[src/rtl/ctimer_pkg.sv]
package ctimer_pkg;

  // One-bit register load request: strobe plus value.
  typedef struct packed {
    logic en;
    logic val;
  } bit_wr_t;

  // Unsigned "at or past" test used by the compare stage.
  function automatic logic at_or_past(input logic [127:0] now_v,
                                      input logic [127:0] limit_v);
    return now_v >= limit_v;
  endfunction

endpackage

[src/rtl/ctimer_counter.sv]
module ctimer_counter #(
  parameter int W = 64
) (
  input  logic         clk,
  input  logic         rst,
  output logic [W-1:0] cnt_o
);

  localparam logic [W-1:0] STEP = {{(W-1){1'b0}}, 1'b1};

  logic [W-1:0] cnt_q;

  always_ff @(posedge clk) begin
    if (rst) cnt_q <= '0;
    else     cnt_q <= cnt_q + STEP;
  end

  assign cnt_o = cnt_q;

  // one step per edge, wrapping naturally
  a_r1_count_step: assert property (@(posedge clk) disable iff (rst)
    (!rst) |=> (cnt_q == $past(cnt_q) + STEP));

endmodule

[src/rtl/ctimer_compare.sv]
module ctimer_compare
  import ctimer_pkg::*;
#(
  parameter int W = 64
) (
  input  logic         clk,
  input  logic         rst,
  input  logic [W-1:0] cnt_i,
  input  logic         wr_en,
  input  logic [W-1:0] wr_data,
  output logic         irq_o
);

  localparam int PADW = 128 - W;

  logic [W-1:0] cmp_q;
  logic [W-1:0] cmp_next;
  logic         hit;
  logic         irq_q;

  // The value the register will hold after this edge is used for the test.
  always_comb begin
    cmp_next = wr_en ? wr_data : cmp_q;
    hit      = at_or_past({{PADW{1'b0}}, cnt_i}, {{PADW{1'b0}}, cmp_next});
  end

  always_ff @(posedge clk) begin
    if (rst) begin
      cmp_q <= '0;
      irq_q <= 1'b0;
    end else begin
      cmp_q <= cmp_next;
      irq_q <= hit;
    end
  end

  assign irq_o = irq_q;

  // without a write, the line follows last counter against held compare
  a_r3_irq_eval: assert property (@(posedge clk) disable iff (rst)
    (!wr_en) |=> (irq_q == ($past(cnt_i) >= cmp_q)));

  // a held line survives any cycle without a write unless the counter wrapped
  a_r5_irq_hold: assert property (@(posedge clk) disable iff (rst)
    (irq_q && !wr_en && (cnt_i != '0)) |=> irq_q);

  // compare register keeps its value when not written
  a_r2_cmp_hold: assert property (@(posedge clk) disable iff (rst)
    (!wr_en) |=> $stable(cmp_q));

endmodule

[src/rtl/ctimer_swflag.sv]
module ctimer_swflag
  import ctimer_pkg::*;
(
  input  logic    clk,
  input  logic    rst,
  input  bit_wr_t wr,
  output logic    flag_o
);

  logic flag_q;

  always_ff @(posedge clk) begin
    if (rst)         flag_q <= 1'b0;
    else if (wr.en)  flag_q <= wr.val;
  end

  assign flag_o = flag_q;

  // a load takes the written bit
  a_r6_flag_load: assert property (@(posedge clk) disable iff (rst)
    (wr.en) |=> (flag_q == $past(wr.val)));

  // no load, no change
  a_r6_flag_hold: assert property (@(posedge clk) disable iff (rst)
    (!wr.en) |=> $stable(flag_q));

endmodule

[src/rtl/core_timer_irq.sv]
module core_timer_irq
  import ctimer_pkg::*;
#(
  parameter int TIME_W = 64
) (
  input  logic              clk,
  input  logic              rst,
  input  logic              cmp_we,
  input  logic [TIME_W-1:0] cmp_wdata,
  input  logic              sw_we,
  input  logic              sw_wdata,
  output logic [TIME_W-1:0] count_o,
  output logic              timer_irq_o,
  output logic              soft_irq_o
);

  logic [TIME_W-1:0] cnt;
  bit_wr_t           sw_req;

  assign sw_req = '{en: sw_we, val: sw_wdata};

  ctimer_counter #(.W(TIME_W)) u_counter (
    .clk   (clk),
    .rst   (rst),
    .cnt_o (cnt)
  );

  ctimer_compare #(.W(TIME_W)) u_compare (
    .clk     (clk),
    .rst     (rst),
    .cnt_i   (cnt),
    .wr_en   (cmp_we),
    .wr_data (cmp_wdata),
    .irq_o   (timer_irq_o)
  );

  ctimer_swflag u_swflag (
    .clk    (clk),
    .rst    (rst),
    .wr     (sw_req),
    .flag_o (soft_irq_o)
  );

  assign count_o = cnt;

endmodule

[config.mk]
export PLATFORM = sky130hd
export DESIGN_NAME = core_timer_irq
export DESIGN_NICKNAME = d
export VERILOG_FILES = /design/src/rtl/ctimer_pkg.sv /design/src/rtl/ctimer_counter.sv /design/src/rtl/ctimer_compare.sv /design/src/rtl/ctimer_swflag.sv /design/src/rtl/core_timer_irq.sv
export SDC_FILE = /design/constraint.sdc
export NUM_CORES = 1
export LEC_CHECK = 0
export BUFFER_PORTS_ARGS = -buffer_cell sky130_fd_sc_hd__buf_2
export CAP_MARGIN = 0
export CORE_MARGIN = 8
export CORE_UTILIZATION = 41
export DETAILED_ROUTE_END_ITERATION = 10
export MAX_ROUTING_LAYER = met4
export PLACE_DENSITY = 0.65
export REMOVE_ABC_BUFFERS = 1
export SYNTH_ARGS = -nofsm -noshare
export SYNTH_HDL_FRONTEND = slang
export SYNTH_SLANG_ARGS = --single-unit
[constraint.sdc]
create_clock -name clk -period 2.85 [get_ports clk]
set_clock_uncertainty 0.15 [all_clocks]
set_input_delay 0.285 -clock clk [delete_from_list [all_inputs] [get_ports clk]]
set_output_delay 0.285 -clock clk [all_outputs]
set_load 0.02 [all_outputs]
==> impl_metrics.csv <==
group,metric,value,unit
power_and_ir_drop,ir_drop,405,uV
power_and_ir_drop,finalPower,4270,uW
routing,drt_iter0_drc,248,
synth,muxShareOfSynthArea,11.8,%
cells_and_area,drive_gt1_share,22.8,%
critical_path,path_cells,"dlygate4sd3_1, buf_2, mux2i_2, ha_1, a21oi_1, o21ai_0, a221o_1, o31a_1, a2111oi_1, buf_4, o211ai_1",
critical_path,critPathMaxFanout,2,
power_and_ir_drop,p_per_area,505,nW/um^2
synth,ys_seq_elements,130,
min_path,hold_depth,3,
global_route,grt_pass1_vias,5579,
critical_path,cp.required,2.98,ns
power_and_ir_drop,p_int,3300,uW
floorplanning,die_y,143,um
sta,tightest_slew,0.952,ns
global_route,grt.busiest_layer,"met2",
power_and_ir_drop,p_comb_share,9.1,%
cells_and_area,post-route-cell-area,8460,um^2
power_and_ir_drop,p_leak,0.00401,uW
critical_path,worstSetupPathType,"input pin to register",
routing,ant_nets,0,
critical_path,ff2ff_setup_slack,0.25,ns
status,status,"complete, no violations",
synth,synth-xor-area-share,5.20,%
floorplanning,dieArea,20300,um^2
routing,via_count,5656,
cells_and_area,multi_input_area,3840,um^2
synth,yosysWarnings,0,
sta,max_freq,0.372,GHz
cells_and_area,final_net_count,1032,
synth,synth_area_per_cell,9.18,um^2
synth,synth_area,6570,um^2
clock_tree,clock_latency,0.42,ns
power_and_ir_drop,seqPwrFrac,44.3,%
routing,routedWlPerCell,15.0,um
place,portBuffers,134,
critical_path,r2r-end,"u_counter.cnt_o[50]",
routing,viasPerCell,5.02,
power_and_ir_drop,clkPwrFrac,46.7,%
critical_path,reg2reg_depth,7,
min_path,whs_endpoint,"u_compare.cmp_q[17]",
sta,slew_headroom,36.5,%
synth,yosysMostFrequentCell,"dfxtp_1",
sta,finalSetupViolCount,0,
cells_and_area,synthToLayoutAreaGrowth,28.8,%
min_path,hold_start,"cmp_wdata[17]",
synth,synthFlopType,"dfxtp_1",
synth,ys_async_sr_fraction,0,%
cells_and_area,finish.utilization,53.6,%
critical_path,critPathCaptureType,"register",
floorplanning,start_util,41.6,%
synth,ys_types,42,
floorplanning,io_pins,135,
clock_tree,clk_path_buf_depth,2,
routing,drt_pass1_iterations,5,
synth,synth_area_leader_cell,"dfxtp_1",
synth,yosysTopAreaCellShare,39.6,%
synth,yosys.area_share.simple,23.2,%
cells_and_area,final-seq-area,2600,um^2
critical_path,arrival,2.82,ns
floorplanning,rows,46,
critical_path,cp-start-kind,"input pin",
clock_tree,cts_htree_levels,4,
sta,final_max_slew_viol_count,0,
clock_tree,clock-sinks,130,
global_route,grt_util_met1,21.7,%
place,dp_hpwl,12600,um
floorplanning,core-area,15800,um^2
sta,rsz0062_at_grt,"false",
floorplanning,die_w,143,um
sta,layout_min_cycle_time,2.69,ns
sta,post-route-period-util,94.3,%
place,preCtsSetupSlack,-0.105,ns
synth,synth_top_family_by_area,"simple AND/OR/NAND/NOR gates",
clock_tree,numCtsBuffers,17,
global_route,grt_use_met2,27.1,%
synth,synth_area_leaders,"dfxtp_1, ha_1, mux2i_1, nor2_1, xor2_1",
power_and_ir_drop,netSwitchingFraction,22.8,%
sta,hold_viol,0,
synth,synth_enable_flop_cells,0,
synth,synth_compound_area_share,5.81,%
cells_and_area,num_antenna_cells,0,
sta,finalWorstSetupSlack,0.162,ns
global_route,use_met3,4.63,%
synth,ys_seq_area_share,39.6,%
synth,synth_commonest_cells,"dfxtp_1, nor2_1, ha_1",
clock_tree,cts_root_buf,"clkbuf_16",
global_route,grt_max_degree,94,
global_route,antenna_found_initial,0,
min_path,hold_class,"input pin to register",
power_and_ir_drop,p_sw,974,uW
clock_tree,cts_setup_buffers,0,
routing,drc,0,
synth,syn_inst,715,
flow_run,cap_viol_max_count,0,
critical_path,slowest_delay,0.53,ns
global_route,gr-total-overflow,0,
place,place_area,7660,um^2
global_route,grt_first_pass_wirelength,27200,um
critical_path,r2r-start,"u_counter.cnt_o[41]",
clock_tree,clk_pin_slew,0.05,ns
critical_path,cp_slowest_cell,"dlygate4sd3_1",
synth,synth_fa_ha_area_share,12.4,%
global_route,grtUsageTotal,17.2,%
routing,routed_wl,16900,um
clock_tree,cts_tree,"done",
place,gp_congestion,0.816,
cells_and_area,fillers,1512,
[sequential cells by signal, summed over array words and instances, names as in the netlist]
| signal | count |
|---|---|
| u_compare.cmp_q | 64 |
| u_counter.cnt_o | 64 |
| u_compare.irq_o | 1 |
| u_swflag.flag_o | 1 |
[cells by family (layout without fill, tap and decap cells)]
family	count (synthesis)	after routing
DFF	130	130
adders and majority gates	65	65
AOI/OAI and AO/OA	65	65
muxes	76	76
and+or+nand+nor	308	308
xor gates and xnor gates	39	39
buffers and inverters	32	228
[critical path, delay by kind of cell]
kind | cells | cell delay (ns)
AO/OA/AOI/OAI | 6 | 1.22
adder cells (fa/ha/maj) | 1 | 0.27
buffers and inverters | 3 | 0.85
multiplexers | 1 | 0.17
[layout by cell type, fill, tap and decap left out, types with 14 or more instances in the layout]
cell type | synthesis | layout
a21oi_1 | 28 | 28
buf_4 | 0 | 30
dfxtp_1 | 130 | 130
clkbuf_16 | 0 | 17
xor2_1 | 26 | 26
o21ai_0 | 18 | 18
nor2_1 | 124 | 124
buf_2 | 0 | 132
dlygate4sd3_1 | 0 | 26
nor2b_1 | 23 | 23
and3_1 | 14 | 14
nand3_1 | 31 | 31
mux2i_1 | 64 | 63
nand2_1 | 41 | 41
ha_1 | 65 | 65
nand4_1 | 30 | 30
[worst max-delay path by stage]
stage / start / endpoint / slack [ns] / depth (start not counted)
2_1_floorplan: u_counter.cnt_o[0] / u_counter.cnt_o[50] / 0.22 / 6
6_report: cmp_wdata[5] / u_compare.irq_o / 0.16 / 11
4_1_cts: cmp_wdata[5] / u_compare.irq_o / 0.09 / 11
3_5_place_dp: cmp_we / u_compare.irq_o / -0.10 / 11
5_1_grt: cmp_wdata[5] / u_compare.irq_o / 0.005 / 11
3_3_place_gp: cmp_we / u_compare.irq_o / 0.002 / 11
[final cells by class]
| class | count | area share [%] |
|---|---|---|
| multi-input combinational | 553 | 45.4 |
| timing repair buffer | 190 | 14.0 |
| inverter | 6 | 0.266 |
| clock buffer | 27 | 5.71 |
| sequential | 130 | 30.8 |
| tap | 216 | 3.20 |
| clock inverter | 5 | 0.621 |
[routing by layer]
| metal | share of wire (%) | wire [um] |
|---|---|---|
| met1 | 47 | 8050 |
| met2 | 47 | 7990 |
| met3 | 4.9 | 830 |
| met4 | 0.44 | 74 |
| met5 | 0 | 0 |
[power by group through the flow]
stage	sequential, uW	clock (uW)	combinational (uW)
after floorplan	1940	0	179
after global placement	1930	0	354
after detailed placement	1930	0	362
after CTS	1890	2040	390
after global routing	1900	2120	438
final	1890	1990	387
[timing repair]
item	in CTS	in global routing
resized for setup	0	2
hold buffers	26	0
endpoints found under the setup margin	0	1
hold endpoints to repair	25	0
[through the flow]
step | std cells | hold slack, ns | setup TNS [ns]
floorplan | 689 | 0.202 | 0
global placement | 1069 | 0.316 | 0
detailed placement | 1069 | 0.331 | -0.105
CTS | 1127 | 0.00105 | 0
global route | 1127 | 0.0122 | 0
finish | 1127 | 0.00342 | 0
(Power assumes the default switching activity.)
